$ cat config.mk
export PLATFORM = sky130hd
export DESIGN_NAME = txring_run_ctrl
export DESIGN_NICKNAME = d
export VERILOG_FILES = /design/src/rtl/txr_pkg.sv /design/src/rtl/txr_ctlreg.sv /design/src/rtl/txr_inflight.sv /design/src/rtl/txring_run_ctrl.sv
export SDC_FILE = /design/constraint.sdc
export NUM_CORES = 1
export LEC_CHECK = 0
export ABC_AREA = 1
export CAP_MARGIN = 20
export CORE_ASPECT_RATIO = 0.6
export CORE_MARGIN = 5
export CORE_UTILIZATION = 35
export DETAILED_ROUTE_END_ITERATION = 10
export PLACE_DENSITY = 0.64
export SYNTH_ARGS = -nofsm -noshare
export SYNTH_HDL_FRONTEND = slang
export SYNTH_SLANG_ARGS = --single-unit
$ cat constraint.sdc
create_clock -name clk -period 9.95 [get_ports clk]
set_input_delay 0.995 -clock clk [delete_from_list [all_inputs] [get_ports clk]]
set_output_delay 0.995 -clock clk [all_outputs]
set_load 0.1 [all_outputs]
$ cat src/rtl/txr_pkg.sv
package txr_pkg;

  typedef enum logic [1:0] {
    TXS_STOP = 2'b00,
    TXS_RUN  = 2'b01,
    TXS_SUSP = 2'b10
  } txs_e;

  localparam int CMD_BIT = 13;
  localparam int OVL_BIT = 2;
  localparam int ARM_BIT = 21;

  // number of frames allowed between handoff and writeback
  function automatic int unsigned frame_limit(input logic ovl, input int unsigned depth);
    return ovl ? depth : 32'd1;
  endfunction

  // circular pointer step
  function automatic int unsigned wrap_inc(input int unsigned p, input int unsigned depth);
    return (p == depth - 1) ? 32'd0 : p + 32'd1;
  endfunction

endpackage

$ cat src/rtl/txr_ctlreg.sv
module txr_ctlreg #(
  parameter int RAW = 8,
  parameter logic [RAW-1:0] OFS = 'h18
) (
  input  logic           clk,
  input  logic           rst_n,
  input  logic           wr,
  input  logic [RAW-1:0] addr,
  input  logic [31:0]    wdata,
  output logic           ovl_q,
  output logic           start_evt,
  output logic           stop_evt
);
  import txr_pkg::*;

  logic hit;
  logic cmd_q;
  logic arm_q;
  logic unused_wbits;

  assign hit       = wr && (addr == OFS);
  assign start_evt = hit && wdata[CMD_BIT] && !cmd_q && wdata[ARM_BIT];
  assign stop_evt  = hit && !wdata[CMD_BIT] && cmd_q;
  assign unused_wbits = ^{wdata[31:22], wdata[20:14], wdata[12:3], wdata[1:0], arm_q};

  always_ff @(posedge clk) begin
    if (!rst_n) begin
      cmd_q <= 1'b0;
      ovl_q <= 1'b0;
      arm_q <= 1'b0;
    end else if (hit) begin
      cmd_q <= wdata[CMD_BIT];
      ovl_q <= wdata[OVL_BIT];
      arm_q <= wdata[ARM_BIT];
    end
  end

endmodule

$ cat src/rtl/txr_inflight.sv
module txr_inflight #(
  parameter int AW    = 32,
  parameter int DEPTH = 2,
  localparam int PW   = (DEPTH > 1) ? $clog2(DEPTH) : 1,
  localparam int CW   = $clog2(DEPTH + 1)
) (
  input  logic          clk,
  input  logic          rst_n,
  input  logic          push,
  input  logic [AW-1:0] push_addr,
  input  logic [AW-1:0] push_next,
  input  logic          pop,
  output logic [AW-1:0] head_addr,
  output logic [AW-1:0] head_next,
  output logic [CW-1:0] cnt
);
  import txr_pkg::*;

  logic [AW-1:0] addr_q [DEPTH];
  logic [AW-1:0] next_q [DEPTH];
  logic [PW-1:0] wr_ptr, rd_ptr;

  assign head_addr = addr_q[rd_ptr];
  assign head_next = next_q[rd_ptr];

  always_ff @(posedge clk) begin
    if (!rst_n) begin
      wr_ptr <= '0;
      rd_ptr <= '0;
      cnt    <= '0;
      for (int i = 0; i < DEPTH; i++) begin
        addr_q[i] <= '0;
        next_q[i] <= '0;
      end
    end else begin
      if (push) begin
        addr_q[wr_ptr] <= push_addr;
        next_q[wr_ptr] <= push_next;
        wr_ptr <= PW'(wrap_inc(32'(wr_ptr), DEPTH));
      end
      if (pop) rd_ptr <= PW'(wrap_inc(32'(rd_ptr), DEPTH));
      if (push && !pop)      cnt <= cnt + 1'b1;
      else if (pop && !push) cnt <= cnt - 1'b1;
    end
  end

endmodule

$ cat src/rtl/txring_run_ctrl.sv
module txring_run_ctrl #(
  parameter int AW     = 32,
  parameter int RAW    = 8,
  parameter logic [RAW-1:0] CTRL_OFS = 'h18,
  parameter int QDEPTH = 2
) (
  input  logic           clk,
  input  logic           rst_n,
  input  logic           cfg_wr,
  input  logic [RAW-1:0] cfg_addr,
  input  logic [31:0]    cfg_wdata,
  input  logic [AW-1:0]  list_base,
  input  logic           tx_poll,
  input  logic           unavail_clr,
  output logic           desc_req,
  output logic [AW-1:0]  desc_addr,
  input  logic           desc_vld,
  input  logic           desc_owned,
  input  logic           desc_err,
  input  logic [AW-1:0]  desc_next,
  output logic           frm_start,
  output logic [AW-1:0]  frm_desc,
  input  logic           frm_done,
  output logic           wb_strobe,
  output logic [AW-1:0]  wb_addr,
  output logic [1:0]     tx_state,
  output logic [AW-1:0]  cur_pos,
  output logic           unavail_flag
);
  import txr_pkg::*;

  localparam int CW = $clog2(QDEPTH + 1);

  // control word events
  logic ovl_q, start_evt, stop_evt;

  // in-flight bookkeeping
  logic [AW-1:0] head_addr, head_next;
  logic [CW-1:0] inflight_cnt;

  // process state
  txs_e          state;
  logic          stop_pend, fetch_busy, has_run;
  logic [AW-1:0] fetch_ptr;

  // named events
  logic limit_ok, rsp_take, rsp_use, push, pop, launch, drained, not_owned;

  txr_ctlreg #(.RAW(RAW), .OFS(CTRL_OFS)) u_reg (
    .clk, .rst_n,
    .wr(cfg_wr), .addr(cfg_addr), .wdata(cfg_wdata),
    .ovl_q, .start_evt, .stop_evt
  );

  txr_inflight #(.AW(AW), .DEPTH(QDEPTH)) u_fly (
    .clk, .rst_n,
    .push, .push_addr(fetch_ptr), .push_next(desc_next),
    .pop, .head_addr, .head_next, .cnt(inflight_cnt)
  );

  assign limit_ok  = 32'(inflight_cnt) < frame_limit(ovl_q, QDEPTH);
  assign rsp_take  = fetch_busy && desc_vld;
  assign rsp_use   = rsp_take && !stop_pend;
  assign push      = rsp_use && !desc_err && desc_owned;
  assign not_owned = rsp_use && !desc_err && !desc_owned;
  assign pop       = frm_done && (inflight_cnt != '0);
  assign launch    = !stop_pend && !fetch_busy && limit_ok &&
                     ((state == TXS_RUN) || (state == TXS_SUSP && tx_poll));
  assign drained   = stop_pend && (inflight_cnt == '0) && !fetch_busy;

  assign tx_state = state;

  always_ff @(posedge clk) begin
    if (!rst_n) begin
      state        <= TXS_STOP;
      stop_pend    <= 1'b0;
      fetch_busy   <= 1'b0;
      has_run      <= 1'b0;
      fetch_ptr    <= '0;
      cur_pos      <= '0;
      unavail_flag <= 1'b0;
      desc_req     <= 1'b0;
      desc_addr    <= '0;
      frm_start    <= 1'b0;
      frm_desc     <= '0;
      wb_strobe    <= 1'b0;
      wb_addr      <= '0;
    end else begin
      desc_req  <= launch;
      frm_start <= push;
      wb_strobe <= pop;

      if (launch) begin
        fetch_busy <= 1'b1;
        desc_addr  <= fetch_ptr;
      end
      if (rsp_take) fetch_busy <= 1'b0;

      if (push) begin
        frm_desc  <= fetch_ptr;
        fetch_ptr <= desc_next;
        state     <= TXS_RUN;
      end else if (rsp_use) begin
        state <= TXS_SUSP;
      end

      if (not_owned)        unavail_flag <= 1'b1;
      else if (unavail_clr) unavail_flag <= 1'b0;

      if (pop) begin
        wb_addr <= head_addr;
        cur_pos <= head_next;
      end

      if (start_evt && state == TXS_STOP) begin
        state   <= TXS_RUN;
        has_run <= 1'b1;
        if (!has_run) begin
          fetch_ptr <= list_base;
          cur_pos   <= list_base;
        end else begin
          fetch_ptr <= cur_pos;
        end
      end

      if (stop_evt && state != TXS_STOP) stop_pend <= 1'b1;

      if (drained) begin
        state     <= TXS_STOP;
        stop_pend <= 1'b0;
      end
    end
  end

endmodule

; Word-level counts from Yosys, hierarchy flattened
; Memories as Yosys holds them, arrays and structs flattened. A register that Yosys moved wholly into a read port is not among the register bits.
; Cells that the tools add are included.
[word_totals]
mem_bits_rw = 128
mem_count = 2
regBits = 143
rom_bits = 0
word_cells = 102
latch_bits = 0
[op_classes]
n_mul = 0
bitwise = 1
mux = 28
n_addsub = 4
n_eq_ne = 3
shift = 0
reduce_logical = 45
div_mod_pow = 0
n_lt_le_gt_ge = 1
[memory_table]
columns = memory, depth, width, rd, rd_clocked_by_memory_dff, write_ports, line_no
row1 = u_fly.addr_q, 2, 32, 1, 1, 2, txr_inflight.sv:19  ; logic [AW-1:0] addr_q [DEPTH];
row2 = u_fly.next_q, 2, 32, 1, 1, 2, txr_inflight.sv:20  ; logic [AW-1:0] next_q [DEPTH];
[op_table]
columns = operator, count
row1 = 32-bit two-way mux, 8
row2 = 32-bit OR reduction, 2
row3 = 1-bit logical AND, 22
row4 = 1-bit two-way mux, 17
row5 = 2-bit nonzero test, 5
row6 = 1-bit logical NOT, 9
row7 = "8-bit by 5-bit equality test with 1-bit output, second input constant", 1
row8 = 2-bit two-way mux, 3
row9 = 2-bit logical NOT, 2
row10 = 2-bit OR reduction, 2
row11 = 4-bit OR reduction, 1
row12 = 3-bit nonzero test, 1
row13 = "1-bit adder, second input constant", 2
row14 = "2-bit by 1-bit adder with 2-bit output, second input constant", 1
row15 = "2-bit by 1-bit equality test with 1-bit output, second input constant", 1
row16 = "2-bit equality test, second input constant", 1
row17 = 2-bit < comparator, 1
row18 = "2-bit by 1-bit subtractor with 2-bit output, second input constant", 1
row19 = 1-bit logical OR, 1
row20 = 1-bit inverter, 1

; Longest topological paths before layout
; Gate-level depths: netlist of the first run.
[depth]
depth_word = 9
depth_mapped = 10
mapped_depth_nobuf = 9

; Hierarchy
; A second synthesis of the first run with hierarchy kept.
[unflattened]
cells_unflattened = 1618
hier_area_um2 = 13544.2
[modules_own_cells]
columns = module, instances, area_per_inst_um2, cells_each, seq_area_each_um2
row1 = txring_run_ctrl, 1, 7500.9, 1157, 3383.2
row2 = txr_inflight, 1, 5879.4, 438, 3943.8
row3 = txr_ctlreg, 1, 163.9, 23, 40.0

; Worst setup path before layout of the first run
; Ideal clock, no wire load.
[synth_timing]
path_kind = input to register
start = input desc_vld
end = memory u_fly.addr_q[0][0], enable pin
arrival_ps = 3350
cell_stages = 10
required_ps = 9526
setup_slack_ps = 6176
setup_ps = 424
cell_sequence = nand2_1 inv_2 nand2_2 nor3_4 inv_2 nor2_4 nand2_1 buf_2 buf_2 nand2_1
[synth_lines]
columns = item, line_no
row1 = from (decl), txring_run_ctrl.sv:17  ; input logic desc_vld,
row2 = to (decl), txr_inflight.sv:19

==> results of run 1 <==
==> cell families (layout without fill, tap and decap cells) <==
logic type	count (synthesis)	count (layout)	synth area share
simple gates	681	681	0.2201
compound gates	309	309	0.1203
flops	304	304	0.5688
buf+inv	297	475	0.08897
fa+ha+maj	2	2	0.001932
==> per-stage QoR <==
stage	setup slack, ns	instances
floorplan	6.176	1593
global placement	5.402	2190
detailed placement	5.436	2190
CTS	6.023	2246
global route	5.804	2247
finish	6.003	2247
==> power by group <==
| part | switching [W] | total, W | internal [W] |
|---|---|---|---|
| registers | 0.0000211 | 0.00136 | 0.00134 |
| logic | 0.000305 | 0.000411 | 0.000107 |
| clock network | 0.000512 | 0.00118 | 0.000668 |
==> layout make-up <==
cell class	count	area [sq um]
fillers	3536	19930
flip-flops and latches	304	7371
multi-input cells	992	4491
repair buffers	235	2312
clock buffers	35	810.8
inverters	184	690.7
well taps	476	595.6
clock inverters	21	216.5
==> registers in the layout, indices dropped and copies added (netlist names), 2 cells and up, named ones only <==
name	flops
wb_addr	32
tx_state	2
desc_addr	32
u_fly.next_q	64
u_fly.addr_q	64
fetch_ptr	32
cur_pos	32
u_fly.cnt	2
frm_desc	32
==> worst paths after layout <==
check,end,start,slack (ns)
max reg2reg,u_fly.next_q[1][25],fetch_busy,6.52
max,u_fly.next_q[1][25],desc_vld,6.00
min,unavail_flag,unavail_flag,0.47
min reg2reg,unavail_flag,unavail_flag,0.47
==> cells in the final DEF (no fill, tap or decap), types with 2 or more instances in the layout <==
master / Yosys / final
nand3_1: 100 / 99
o21ai_1: 10 / 10
bufinv_16: 0 / 3
edfxtp_1: 128 / 128
dfxtp_2: 0 / 3
nand2_1: 268 / 264
dfxtp_1: 176 / 173
clkinv_4: 0 / 4
o21a_1: 2 / 2
buf_4: 0 / 18
nand2_2: 1 / 2
clkbuf_1: 80 / 2
nand2_4: 0 / 3
o21ai_0: 125 / 125
nor2_2: 11 / 10
clkdlybuf4s50_1: 0 / 215
inv_1: 178 / 178
clkbuf_16: 0 / 31
nand4_1: 35 / 35
clkinv_1: 2 / 4
inv_6: 0 / 2
nor2_1: 244 / 242
nor3_1: 19 / 19
a21oi_1: 169 / 169
ha_1: 2 / 2
nor2_4: 2 / 5
inv_2: 4 / 4
clkinv_2: 0 / 7
clkinvlp_4: 0 / 2
clkbuf_8: 0 / 2
==> per-layer routing <==
layer	global-route usage	share of wire	vias to the layer above
met5	0	0	-
li1	-	-	5487
met1	0.2604	0.45	5306
met4	0.03353	0.015	0
met2	0.3058	0.46	384
met3	0.03376	0.072	47
==> cell usage after synthesis (all sizes together) <==
library cell and count:
a211oi 1, a21boi 1, a21oi 169, a31oi 1
buf 33, clkbuf 80, clkinv 2, dfxtp 176
edfxtp 128, ha 2, inv 182, nand2 269
nand3 100, nand4 35, nor2 257, nor3 20
o21a 2, o21ai 135
==> critical path: cells and delay by family <==
kind,cells,cell delay (ns)
simple gates,6,1.97
buf+inv,4,1.06
==> metrics.cfg, run 1 <==
[global_route]
grt-ovfl-total=0
grt_pass1_vias=10820
grt_pass1_wl_microns=61670
antenna_found_initial=0
grt_max_degree=83
grt_usage=0.1856

[cts]
cts_root_buf=clkbuf_16
cts_resized=0
clkSlewWorstSetupHoldPaths_ns=0.07
cts_tree=done
htree_levels=1
postCtsSetupBuffers=0
cts_buffer_depth=3
cts_buffers=30
clk_latency_ns=0.56
cts.sinks=304
cts_hold_buf=0

[critical_path]
start_kind=primary input
path_cells=clkdlybuf4s50_1, nand2_1, inv_2, nand2_2, nor3_4, buf_4, inv_2, nor2_4, nand2_4, nand2_4
reg2reg_depth=9
critPathArrivalTime_ns=4.13
critical_path.max_stage_delay_ns=1.01
required_ns=10.13
worstSetupPathType=primary input to flip-flop
crit_path_top_delay_cell=nand2_4
crit_fanout=64
crit_path_end_kind=flip-flop

[placed_design]
port_buffers=217
dp_hpwl_microns=24610
gp_routability_congestion=0.8294
dpl_cell_area_sq_um=15440

[yosys]
netlist_instances=1593
synth.avg_cell_area_sq_um=8.131
syn-num-nets=1708
yosysSeqAreaShare=0.5688
synth_area_leaders=edfxtp_1, dfxtp_1, nand2_1, nor2_1, a21oi_1
synth_cell_type_count=26
synth_top_area_cell=edfxtp_1
ys_ff_latch=304
synth_top_area_frac=0.2968
syn_area_sq_um=12950
yosys_warnings=0

[timing]
finalCritPeriodShare=0.3966
tightest_slew_ns=1.084
max_freq_mhz=253.4
slew_headroom=0.2754
fin_skew_ns=0.009209
rsz0062_at_grt=no
finalCriticalPeriod_ns=3.947
tns_ns=0
finalSetupViolations=0
slew_violations=0
hold_viol=0
holdWs_ns=0.4667

[die]
coreArea_sq_um=36420
rows=54
die_h_microns=159.0
initial_utilization=0.3557
die_w_microns=258.4
design.die.area_sq_um=41080
io_pins=247

[route]
first_pass_iters=5
post_drt_wl_per_cell_microns=17.63
via_per_inst=4.995
drt_wl_total_microns=39600
ant_nets=0
vias=11220
post-route-drc-count=0
drt_iter0_markers=782

[layout]
utilization=0.4527
nNetsFinal=1862
area_delta_synth_final_pct=27.29
design_area_sq_um=16490
drive_above_1_share=0.05703
num_antenna_cells=0

[worst_hold_path]
min_path_type=flip-flop to flip-flop
min_path_cells=2

[outcome]
status=complete, no violations

[power]
power_density_nw_per_um2=179.1
vdd_ir_drop_max_uv=137.7
total_power_w=0.002952
power_leakage_nw=6.343

[flow_run]
max-cap-violations=0

Note: power is estimated with default switching activity, not from simulation.
==> inputs of run 2 (changes only) <==
PLACE_DENSITY = 0.66   (was 0.64)
clock period = 3.2 ns   (was 9.95 ns; I/O delays follow)
==> metrics.cfg, run 2 (synthesized netlist as in run 1, its figures left out) <==
[global_route]
antenna_found_initial=1
grt_usage=0.1869
grt_pass1_wl_microns=62120
grt_pass1_vias=11170
grt_max_degree=100
grt-ovfl-total=0

[placed_design]
gp_routability_congestion=0.8407
dpl_cell_area_sq_um=15540
place_ws_ns=0.5547
dp_hpwl_microns=25910
port_buffers=217

[power]
vdd_ir_drop_max_uv=397.9
power_leakage_nw=6.461
power_density_nw_per_um2=560.4

[cts]
cts_buffers=30
clk_latency_ns=0.56
cts_tree=done
htree_levels=1
postCtsSetupBuffers=0
clkSlewWorstSetupHoldPaths_ns=0.07
cts.sinks=304
cts_hold_buf=0
cts_resized=0
cts_root_buf=clkbuf_16
cts_buffer_depth=3

[critical_path]
critical_path.max_stage_delay_ns=1.18
cp_num_cells=1
reg2reg_from=fetch_busy
required_ns=2.88
crit_family=buffers and inverters
reg2reg_depth=10
r2r-end=u_fly.cnt[1]
crit_end=frm_start
critPathArrivalTime_ns=2.20
crit_buf_inv=1
startpoint=frm_start
path_cells=clkdlybuf4s50_1
rrSetupSlack_ns=0.97
crit_path_top_delay_cell=clkdlybuf4s50_1
worstSetupPathType=flip-flop to output port
crit_fanout=1
crit_path_end_kind=output port
start_kind=flip-flop

[layout]
layout_commonest_cell=nand2_1
design_area_sq_um=16650
drive_above_1_share=0.06573
reg_top3=u_fly.addr_q (64), u_fly.next_q (64)
fillers=3514
nNetsFinal=1871
multi_input_area_sq_um=4483
area_delta_synth_final_pct=28.54
register_area_sq_um=7371
utilization=0.4572
layout_common_cells=nand2_1, nor2_1, clkdlybuf4s50_1

[timing]
tns_ns=0
rsz0062_at_grt=no
finalCriticalPeriod_ns=2.516
fin_skew_ns=0.01038
hold_viol=0
finalCritPeriodShare=0.7863
max_freq_mhz=397.4
worst_slack_ns=0.6838
slew_violations=0
slew_headroom=0.2859
finalSetupViolations=0
tightest_slew_ns=1.068

[route]
ant_nets=0
post_drt_wl_per_cell_microns=17.74
post-route-drc-count=0
vias=11320
via_per_inst=5.014
drt_wl_total_microns=40040
drt_iter0_markers=856
first_pass_iters=5

[worst_hold_path]
min_path_type=primary input to flip-flop
min_path_cells=3

[die]
io_pins=247
design.die.area_sq_um=41080
die_h_microns=159.0
coreArea_sq_um=36420
rows=54
initial_utilization=0.3557
die_w_microns=258.4

[flow_run]
max-cap-violations=0

[outcome]
status=complete, no violations

## run 2: how the worst min path moves through the flow
stage | to | slack (ns) | startpoint
2_1_floorplan | has_run | 0.45 | has_run
3_3_place_gp | unavail_flag | 0.46 | unavail_flag
3_5_place_dp | desc_addr[12] | 0.48 | desc_addr[12]
4_1_cts | desc_addr[2] | 0.13 | rst_n
5_1_grt | desc_addr[2] | 0.15 | rst_n
6_report | desc_addr[15] | 0.16 | rst_n
## run 2: final cells by class
| class | instances | share of cell area |
|---|---|---|
| Sequential cell | 304 | 0.4427 |
| Clock buffer | 43 | 0.05885 |
| Multi-Input combinational cell | 992 | 0.2693 |
| Inverter | 184 | 0.04148 |
| Timing Repair Buffer | 244 | 0.1456 |
| Tap cell | 476 | 0.03577 |
| Antenna cell | 1 | 0.0001503 |
| Clock inverter | 13 | 0.006087 |
## run 2: through the flow
stage                     instances  power (W)  hold WS [ns]
after CTS                      2255   0.009417        0.1299
final                          2257   0.009330        0.1635
after global routing           2257   0.009673        0.1457
after global placement         2199   0.005598        0.4574
after detailed placement       2199   0.005615        0.4756
after floorplan                1593   0.005193        0.4491
## run 2: per-layer routing
layer	up-vias	wire [microns]	global-route usage
li1	5512	-	-
met1	5350	18310	0.2584
met2	386	17980	0.3021
met3	69	2654	0.03788
met4	0	1100	0.04922
met5	-	0	0
## run 2: power breakdown
group	internal (W)	switching, W	leakage (nW)	total (W)
clock	0.00222	0.00157	0.544	0.00380
combinational	0.000345	0.000939	3.17	0.00128
sequential	0.00416	0.0000832	2.75	0.00425
